[src/rtl/lm_pkg.sv]
package lm_pkg;
  localparam int LM_SEL_W = 3;

  typedef enum logic [1:0] {
    ST_IDLE  = 2'd0,
    ST_READ  = 2'd1,
    ST_WRITE = 2'd2,
    ST_FIN   = 2'd3
  } lm_state_t;

  typedef struct packed {
    logic                legal;
    logic                src_abs;
    logic                dst_abs;
    logic [LM_SEL_W-1:0] src_sel;
    logic [LM_SEL_W-1:0] dst_sel;
    logic                inc_src;
    logic                inc_dst;
  } lm_dec_t;
endpackage

[src/rtl/lm_decode.sv]
module lm_decode
  import lm_pkg::*;
(
  input  logic [15:0] opcode,
  input  logic [3:0]  ext_hi,
  output lm_dec_t     dec
);
  logic is_pair;
  logic is_abs;

  always_comb begin
    is_pair = (opcode & 16'hFFF8) == 16'hF620;
    is_abs  = (opcode & 16'hFFE0) == 16'hF600;
    dec     = '0;
    if (is_pair) begin
      dec.legal   = ext_hi[3];
      dec.src_sel = opcode[2:0];
      dec.dst_sel = ext_hi[2:0];
      dec.inc_src = 1'b1;
      dec.inc_dst = 1'b1;
    end else if (is_abs) begin
      dec.legal   = 1'b1;
      dec.src_sel = opcode[2:0];
      dec.dst_sel = opcode[2:0];
      dec.src_abs = opcode[3];
      dec.dst_abs = ~opcode[3];
      dec.inc_src = ~opcode[4] & ~opcode[3];
      dec.inc_dst = ~opcode[4] &  opcode[3];
    end
  end
endmodule

[src/rtl/lm_seq.sv]
module lm_seq
  import lm_pkg::*;
#(
  parameter int AW         = 32,
  parameter int DW         = 64,
  parameter int LINE_BYTES = 16
) (
  input  logic          clk,
  input  logic          rst_n,
  input  logic          start,
  input  logic [AW-1:0] src_line,
  input  logic [AW-1:0] dst_line,
  input  logic          user_in,
  input  logic          mem_ack,
  input  logic [DW-1:0] mem_rdata,
  output logic          busy,
  output logic          fin,
  output logic          mem_valid,
  output logic          mem_we,
  output logic [AW-1:0] mem_addr,
  output logic [DW-1:0] mem_wdata,
  output logic          mem_user
);
  localparam int BEAT_BYTES = DW / 8;
  localparam int NBEATS     = LINE_BYTES / BEAT_BYTES;
  localparam int BCW        = (NBEATS > 1) ? $clog2(NBEATS) : 1;
  localparam int BOFF       = $clog2(BEAT_BYTES);
  localparam logic [BCW-1:0] LAST_BEAT = BCW'(NBEATS - 1);

  lm_state_t      state_q;
  logic [BCW-1:0] beat_q;
  logic [AW-1:0]  src_q;
  logic [AW-1:0]  dst_q;
  logic           user_q;
  logic [DW-1:0]  line_q [NBEATS];

  always_ff @(posedge clk or negedge rst_n) begin
    if (!rst_n) begin
      state_q <= ST_IDLE;
      beat_q  <= '0;
      src_q   <= '0;
      dst_q   <= '0;
      user_q  <= 1'b0;
    end else begin
      unique case (state_q)
        ST_IDLE: if (start) begin
          state_q <= ST_READ;
          beat_q  <= '0;
          src_q   <= src_line;
          dst_q   <= dst_line;
          user_q  <= user_in;
        end
        ST_READ: if (mem_ack) begin
          if (beat_q == LAST_BEAT) begin
            state_q <= ST_WRITE;
            beat_q  <= '0;
          end else begin
            beat_q <= beat_q + 1'b1;
          end
        end
        ST_WRITE: if (mem_ack) begin
          if (beat_q == LAST_BEAT) begin
            state_q <= ST_FIN;
            beat_q  <= '0;
          end else begin
            beat_q <= beat_q + 1'b1;
          end
        end
        ST_FIN: state_q <= ST_IDLE;
        default: state_q <= ST_IDLE;
      endcase
    end
  end

  // line buffer: filled by read beats, drained by write beats
  always_ff @(posedge clk) begin
    if (state_q == ST_READ && mem_ack) line_q[beat_q] <= mem_rdata;
  end

  always_comb begin
    busy      = state_q != ST_IDLE;
    fin       = state_q == ST_FIN;
    mem_valid = (state_q == ST_READ) || (state_q == ST_WRITE);
    mem_we    = state_q == ST_WRITE;
    mem_addr  = ((state_q == ST_WRITE) ? dst_q : src_q) + (AW'(beat_q) << BOFF);
    mem_wdata = line_q[beat_q];
    mem_user  = user_q;
  end
endmodule

[src/rtl/lm_wb.sv]
module lm_wb
  import lm_pkg::*;
#(
  parameter int AW   = 32,
  parameter int NREG = 8
) (
  input  logic                fin,
  input  logic [LM_SEL_W-1:0] src_sel,
  input  logic [LM_SEL_W-1:0] dst_sel,
  input  logic                inc_src,
  input  logic                inc_dst,
  input  logic [AW-1:0]       src_next,
  input  logic [AW-1:0]       dst_next,
  output logic [NREG-1:0]     wr_en,
  output logic [NREG*AW-1:0]  wr_data
);
  for (genvar i = 0; i < NREG; i++) begin : g_slot
    logic hit_src;
    logic hit_dst;
    assign hit_src = inc_src && (src_sel == LM_SEL_W'(i));
    assign hit_dst = inc_dst && (dst_sel == LM_SEL_W'(i));
    assign wr_en[i] = fin && (hit_src || hit_dst);
    assign wr_data[i*AW +: AW] = hit_dst ? dst_next : src_next;
  end
endmodule

[src/rtl/line_mover.sv]
module line_mover
  import lm_pkg::*;
#(
  parameter int AW         = 32,
  parameter int DW         = 64,
  parameter int LINE_BYTES = 16,
  parameter int NREG       = 8
) (
  input  logic               clk,
  input  logic               rst_n,
  input  logic               cmd_valid,
  output logic               cmd_ready,
  input  logic [15:0]        cmd_opcode,
  input  logic [AW-1:0]      cmd_ext,
  input  logic               user_mode,
  input  logic [NREG*AW-1:0] areg_q,
  output logic [NREG-1:0]    areg_wr_en,
  output logic [NREG*AW-1:0] areg_wr_data,
  output logic               mem_valid,
  input  logic               mem_ack,
  output logic               mem_we,
  output logic [AW-1:0]      mem_addr,
  output logic [DW-1:0]      mem_wdata,
  input  logic [DW-1:0]      mem_rdata,
  output logic               mem_user,
  output logic               busy,
  output logic               done,
  output logic               illegal
);
  localparam logic [AW-1:0] LINE_MASK = ~AW'(LINE_BYTES - 1);
  localparam logic [AW-1:0] STEP      = AW'(LINE_BYTES);

  lm_dec_t dec;
  logic    accept;
  logic    start;
  logic [AW-1:0] src_reg, dst_reg, src_line, dst_line;

  logic                illegal_q;
  logic [LM_SEL_W-1:0] src_sel_q, dst_sel_q;
  logic                inc_src_q, inc_dst_q;
  logic [AW-1:0]       src_next_q, dst_next_q;

  lm_decode u_dec (
    .opcode (cmd_opcode),
    .ext_hi (cmd_ext[15:12]),
    .dec    (dec)
  );

  assign cmd_ready = ~busy;
  assign accept    = cmd_valid && cmd_ready;
  assign start     = accept && dec.legal;
  assign src_reg   = areg_q[dec.src_sel*AW +: AW];
  assign dst_reg   = areg_q[dec.dst_sel*AW +: AW];
  assign src_line  = (dec.src_abs ? cmd_ext : src_reg) & LINE_MASK;
  assign dst_line  = (dec.dst_abs ? cmd_ext : dst_reg) & LINE_MASK;

  always_ff @(posedge clk or negedge rst_n) begin
    if (!rst_n) begin
      illegal_q  <= 1'b0;
      src_sel_q  <= '0;
      dst_sel_q  <= '0;
      inc_src_q  <= 1'b0;
      inc_dst_q  <= 1'b0;
      src_next_q <= '0;
      dst_next_q <= '0;
    end else begin
      illegal_q <= accept && !dec.legal;
      if (start) begin
        src_sel_q  <= dec.src_sel;
        dst_sel_q  <= dec.dst_sel;
        inc_src_q  <= dec.inc_src;
        inc_dst_q  <= dec.inc_dst;
        src_next_q <= src_reg + STEP;
        dst_next_q <= dst_reg + STEP;
      end
    end
  end

  assign illegal = illegal_q;

  lm_seq #(.AW(AW), .DW(DW), .LINE_BYTES(LINE_BYTES)) u_seq (
    .clk       (clk),
    .rst_n     (rst_n),
    .start     (start),
    .src_line  (src_line),
    .dst_line  (dst_line),
    .user_in   (user_mode),
    .mem_ack   (mem_ack),
    .mem_rdata (mem_rdata),
    .busy      (busy),
    .fin       (done),
    .mem_valid (mem_valid),
    .mem_we    (mem_we),
    .mem_addr  (mem_addr),
    .mem_wdata (mem_wdata),
    .mem_user  (mem_user)
  );

  lm_wb #(.AW(AW), .NREG(NREG)) u_wb (
    .fin      (done),
    .src_sel  (src_sel_q),
    .dst_sel  (dst_sel_q),
    .inc_src  (inc_src_q),
    .inc_dst  (inc_dst_q),
    .src_next (src_next_q),
    .dst_next (dst_next_q),
    .wr_en    (areg_wr_en),
    .wr_data  (areg_wr_data)
  );
endmodule

[config.mk]
export PLATFORM = sky130hd
export DESIGN_NAME = line_mover
export DESIGN_NICKNAME = d
export VERILOG_FILES = /design/src/rtl/lm_pkg.sv /design/src/rtl/lm_decode.sv /design/src/rtl/lm_seq.sv /design/src/rtl/lm_wb.sv /design/src/rtl/line_mover.sv
export SDC_FILE = /design/constraint.sdc
export NUM_CORES = 1
export LEC_CHECK = 0
export ABC_AREA = 1
export CAP_MARGIN = 15
export CORE_AREA = 2 2 288 290
export CTS_BUF_LIST = sky130_fd_sc_hd__clkbuf_8
export DETAILED_ROUTE_END_ITERATION = 6
export DIE_AREA = 0 0 290 292
export SYNTH_ARGS = -nofsm -noshare
export SYNTH_HDL_FRONTEND = slang
export SYNTH_SLANG_ARGS = --single-unit
[constraint.sdc]
create_clock -name clk -period 5.2 [get_ports clk]
set_clock_uncertainty 0.2 [all_clocks]
set_input_delay 0.78 -clock clk [delete_from_list [all_inputs] [get_ports clk]]
set_output_delay 0.78 -clock clk [all_outputs]
set_load 0.005 [all_outputs]
After elaboration in Yosys (flattened, before gate mapping)
Memory sizes are Yosys's and may differ from the RTL's.
Index checks and enable logic that the tools add are counted.
{"block": "word_totals", "output_inout_bits": 367, "in_bits": 373, "ramBits": 128, "n_memories": 1, "wordCells": 123, "ff_bits": 133}
{"memory": "u_seq.line_q", "words": 2, "width": 64, "rd": 1, "rd_clocked_by_memory_dff": 0, "wr": 1, "line": "lm_seq.sv:35", "source": "logic [DW-1:0] line_q [NBEATS];"}
{"block": "op_classes", "muxes": 27, "n_eq_ne": 25, "n_reduce_logical": 47, "shift": 2, "bitwise": 5, "add_sub_neg": 4}
{"op": "variable part select 256 x 9 -> 32 bit", "count": 2}
{"op": "two-way mux 32 bit", "count": 11}
{"op": "adder 32 x 5 -> 32 bit (second input constant)", "count": 2}
{"op": "adder 32 x 4 -> 32 bit", "count": 1}
{"op": "logical AND 1 bit", "count": 28}
{"op": "equality test 3 bit (second input constant)", "count": 8}
{"op": "equality test 13 bit (second input constant)", "count": 1}
{"op": "equality test 3 x 2 -> 1 bit (second input constant)", "count": 4}
{"op": "two-way mux 2 bit", "count": 6}
{"op": "equality test 11 bit (second input constant)", "count": 1}
{"op": "two-way mux 11 bit", "count": 1}
{"op": "logical OR 1 bit", "count": 9}
{"op": "two-way mux 8 bit", "count": 1}
{"op": "one-hot mux 2 bit (4 select lines)", "count": 1}
{"op": "equality test 3 x 1 -> 1 bit (second input constant)", "count": 2}
{"op": "zero test 3 bit", "count": 2}
{"op": "two-way mux 1 bit", "count": 6}
{"op": "inequality test 2 x 1 -> 1 bit (second input constant)", "count": 3}
{"op": "inequality test 2 bit (second input constant)", "count": 3}
{"op": "AND reduction 5 bit", "count": 1}
{"op": "equality test 2 bit (second input constant)", "count": 2}
{"op": "nonzero test 2 bit", "count": 2}
{"op": "NOT 1 bit", "count": 3}
{"op": "AND reduction 3 bit", "count": 1}
{"op": "8 further kinds", "count": 9}

Longest topological paths before layout
{"block": "depth", "word_depth": 7, "ltp_mapped": 24, "depth_no_buf": 23}

Modules after synthesis
From an unflattened synthesis, not the netlist that was laid out.
{"block": "unflattened", "cells_unflattened": 3649, "area_unflattened_um2": 22968.3}
{"mod": "line_mover", "n_inst": 1, "area_per_inst_um2": 10716.5, "cells_per_inst": 2136}
{"mod": "lm_seq", "n_inst": 1, "area_per_inst_um2": 8533.2, "cells_per_inst": 786}
{"mod": "lm_wb", "n_inst": 1, "area_per_inst_um2": 3443.3, "cells_per_inst": 679}
{"mod": "lm_decode", "n_inst": 1, "area_per_inst_um2": 275.3, "cells_per_inst": 48}

Worst setup path before layout
OpenSTA, ideal clock, no wires.
{"block": "synth_path", "kind": "input to register", "start": "input port mem_ack", "end": "memory u_seq.line_q[1][0], enable pin", "arrival_ps": 3536, "path_slack_ps": 978, "n_path_buf": 0, "stages": 2, "path_cell_list": "nand2_1 > nor2_1"}
{"block": "synth_via", "elab_chain_len": 3}
{"element": "from (decl)", "line": "line_mover.sv:20", "source": "input logic mem_ack,"}
{"element": "logical AND 1 bit", "line": "lm_seq.sv:77", "source": "if (state_q == ST_READ && mem_ack) line_q[beat_q] <= mem_rdata;"}
{"element": "two-way mux 1 bit", "line": "lm_seq.sv:77"}
{"element": "two-way mux 1 bit (not written as such)", "line": "lm_seq.sv:77"}
{"element": "to (decl)", "line": "lm_seq.sv:35"}
Every way passes these cells.

Final worst setup path
{"block": "layout_path", "start": "register dst_sel_q[2]", "end": "output port areg_wr_data[57]"}
{"block": "layout_via", "elab_chain_len": 3}
{"element": "from (decl)", "line": "line_mover.sv:39", "source": "logic [LM_SEL_W-1:0] src_sel_q, dst_sel_q;"}
{"element": "from (signal assigned)", "line": "line_mover.sv:70", "source": "dst_sel_q <= dec.dst_sel;"}
{"element": "equality test 3 x 1 -> 1 bit", "line": "lm_wb.sv:21", "source": "assign hit_dst = inc_dst && (dst_sel == LM_SEL_W'(i));"}
{"element": "logical AND 1 bit", "line": "lm_wb.sv:21"}
{"element": "two-way mux 32 bit", "line": "lm_wb.sv:23", "source": "assign wr_data[i*AW +: AW] = hit_dst ? dst_next : src_next;"}
{"element": "to (decl)", "line": "line_mover.sv:18", "source": "output logic [NREG*AW-1:0] areg_wr_data,"}
Every way passes these cells.

==> results.tsv <==
stage	metric	value	unit
setup_path	critPathRequiredTime	4.22	ns
drt	dr.pass1.iters	5	
die	rows	105	
place	place_inst	4737	
synth	netlist.area_leader.share	0.204	
clocking	cts_root_buffer	clkbuf_8	
drt	drt-total-wl	108	mm
finish	drive_above_1_share	0.0563	
setup_path	crit_fanout	49	
synth	yosysTopAreaCell	nand2_1	
finish	fin_cells	4829	
synth	ys_types	50	
setup_path	timing.rr.start	u_seq.state_q[0]	
place	hpwl	82.9	mm
grt	grt_max_degree	134	
setup_path	cp_data_arrival_time	3.31	ns
place	globalplace.congestion	0.918	
grt	grt_first_pass_wirelength	155	mm
setup_path	worstSetupPathType	register to output port	
drt	wl_per_cell	22.4	µm
setup_path	worstSetupStartpoint	dst_sel_q[2]	
setup_path	timing.critical_path.to_type	output port	
timing	timing.final.crit_share	0.826	
clocking	htree_levels	2	
drt	num_vias	24100	
pwr	powerDensity	229	nW/µm²
synth	ys_seq_area_frac	0.354	
finish	num-fill-cells	8835	
synth	synthAdderAreaFrac	0.00371	
die	core_area	81600	µm²
clocking	cts_tree	done	
timing	fmax	233	MHz
clocking	cts.sinks	261	
synth	synthXorXnorAreaFrac	0.00606	
drt	final_antenna_net_count	0	
drt	drt-initial-drc-count	1992	
job	drv_cap	0	
timing	drv_slew	0	
die	die_area	84700	µm²
timing	period_minus_slack	4.29	ns
synth	synth_common_cells	nand2_1, nand3_1, o21ai_0, nor2_1, inv_1	
clocking	clk_latency	0.61	ns
setup_path	cp_num_buf_inv	2	
setup_path	endpoint	areg_wr_data[57]	
drt	viasPerCell	5.00	
synth	syn-mean-instance-area	6.45	µm²
timing	finalHoldViolCount	0	
pwr	peakVddDrop	270	µV
status	status	completed	
place	portBuffers	732	
die	die_width	290	µm
synth	yosysMostFrequentCell	nand2_1	
drt	drc	0	
timing	tns	0	ns
synth	ys_warn_count	0	
pwr	total_power	6.69	mW
synth	synth_mux_area_frac	0	
timing	rsz0062_at_grt	false	
pwr	p_leak	12.1	nW
timing	worstMarginPinSlew	1.06	ns
synth	syn-cell-area	20200	µm²
die	dieHeight	292	µm
die	ios	740	
synth	synthTopCellsByArea	nand2_1, edfxtp_1, dfrtp_1	
setup_path	crit_chain	nor2_1 > nand2_2 > buf_4 > o21ai_0 > clkdlybuf4s50_1	
clocking	cts_buffers	47	
synth	synth_top_family_by_area	simple AND/OR/NAND/NOR gates	
place	dpl_worst_slack	0.517	ns
grt	grt_pass1_vias	22400	
clocking	clockBufferDepth	3	
min_path	hold_class	register to register	
finish	fin_nets	4096	
grt	grt_usage	0.246	
synth	synth_compound_area_frac	0.141	
setup_path	critPathTopFamily	simple AND/OR/NAND/NOR gates	
timing	slew-limit-headroom	0.290	
setup_path	cp_slowest_stage_delay	0.67	ns
synth	ys_seq_elements	261	
setup_path	cp-start-kind	register	
synth	synth_edf_count	128	
finish	utilization	0.357	
synth	synthCells	3137	
clocking	post_cts_buffers	0	
setup_path	reg2reg_slack	2.39	ns
timing	fin_ws	0.906	ns
setup_path	r2r-end	src_next_q[2]	
setup_path	cp.depth	5	
synth	synth-async-reset-ratio	0.510	
die	start_util	0.248	
setup_path	worst_path_max_delay_cell	nand2_2	
synth	synth_flop_cell	dfrtp_1	
finish	area.growth.synth_to_final	44.0	%
timing	finalSetupViolCount	0	
clocking	cts.reportedPaths.clkPinSlew	0.06	ns
synth	synth-simple-area-share	0.400	
setup_path	r2r_cells	9	
grt	overflow	0	
grt	grt_antenna_before_repair	20	
==> repair_timing <==
action,CTS,global route
hold buffers,1,0
endpoints found under the hold margin,40,0
gates resized for setup,0,0
==> area by class of cell <==
cell class | count | area, µm² | area share
multi-input combinational | 2445 | 11200 | 0.385
sequential | 261 | 7170 | 0.246
inverter | 176 | 666 | 0.0228
tap | 1070 | 1340 | 0.0459
timing repair buffer | 786 | 7860 | 0.270
clock buffer | 54 | 743 | 0.0255
antenna | 11 | 27.5 | 0.000944
clock inverter | 26 | 120 | 0.00412
==> worst register-to-register path: cells and delay by family (launching register included) <==
kind	cells	cell delay [ns]
DFF	1	0.37
buffers and inverters	4	1.13
and+or+nand+nor	2	0.34
adders and majority gates	1	0.30
AOI/OAI and AO/OA	2	0.36
==> state kept, by name, indices dropped and copies added (netlist names) <==
name / cells
dst_next_q: 32
dst_sel_q: 3
illegal: 1
inc_dst_q: 1
inc_src_q: 1
src_next_q: 32
src_sel_q: 3
u_seq.beat_q: 1
u_seq.dst_q: 28
u_seq.line_q: 128
u_seq.mem_user: 1
u_seq.src_q: 28
u_seq.state_q: 2
==> how the worst min path moves through the flow <==
stage / cells past startpoint / start / to
final: 2 / dst_next_q[21] / dst_next_q[21]
after global routing: 2 / u_seq.dst_q[12] / u_seq.dst_q[12]
after CTS: 2 / u_seq.dst_q[9] / u_seq.dst_q[9]
after detailed placement: 2 / u_seq.dst_q[31] / u_seq.dst_q[31]
after global placement: 2 / u_seq.dst_q[31] / u_seq.dst_q[31]
after floorplan: 2 / dst_next_q[23] / dst_next_q[23]
==> metal layers <==
metal  vias to the layer above  share of wire  wire (µm)  GRT usage
li1                      11500              -          -          -
met1                     11300           0.41      44500      0.307
met2                      1141           0.48      51900      0.418
met3                       187          0.074       8060     0.0489
met4                        12          0.036       3850     0.0940
met5                         -        0.00074         80          0
==> power breakdown <==
part | internal, mW | total [mW] | switching, mW
Clock | 0.944 | 1.83 | 0.889
Sequential | 2.34 | 2.38 | 0.0424
Combinational | 1.14 | 2.48 | 1.33
Total | 4.42 | 6.69 | 2.26
==> through the flow <==
stage	hold WS, ns	area, µm²
floorplan	0.249	20200
global placement	0.265	28200
detailed placement	0.270	28200
CTS	0.287	29100
global route	0.295	29100
finish	0.284	29100
==> kinds of logic after synthesis <==
kind of cell / count (synthesis)
buffers and inverters: 433
xor gates and xnor gates: 14
adders and majority gates: 6
DFF: 261
other: 1
and+or+nand+nor: 1884
AOI/OAI and AO/OA: 538
==> layout by cell type (no fill, tap or decap), drive strengths merged, types with 11 or more instances in the layout <==
cell | synthesis | layout
nand2 | 1126 | 1126
a21oi | 53 | 53
clkbuf | 150 | 54
buf | 107 | 55
xor2 | 12 | 12
nand3b | 21 | 21
inv | 172 | 192
o21ai | 407 | 407
diode | 0 | 11
dfrtp | 133 | 133
clkdlybuf4s50 | 0 | 730
nor2 | 208 | 208
o22ai | 42 | 42
edfxtp | 128 | 128
nand3 | 513 | 513
Power figures use the tool's default switching activity.
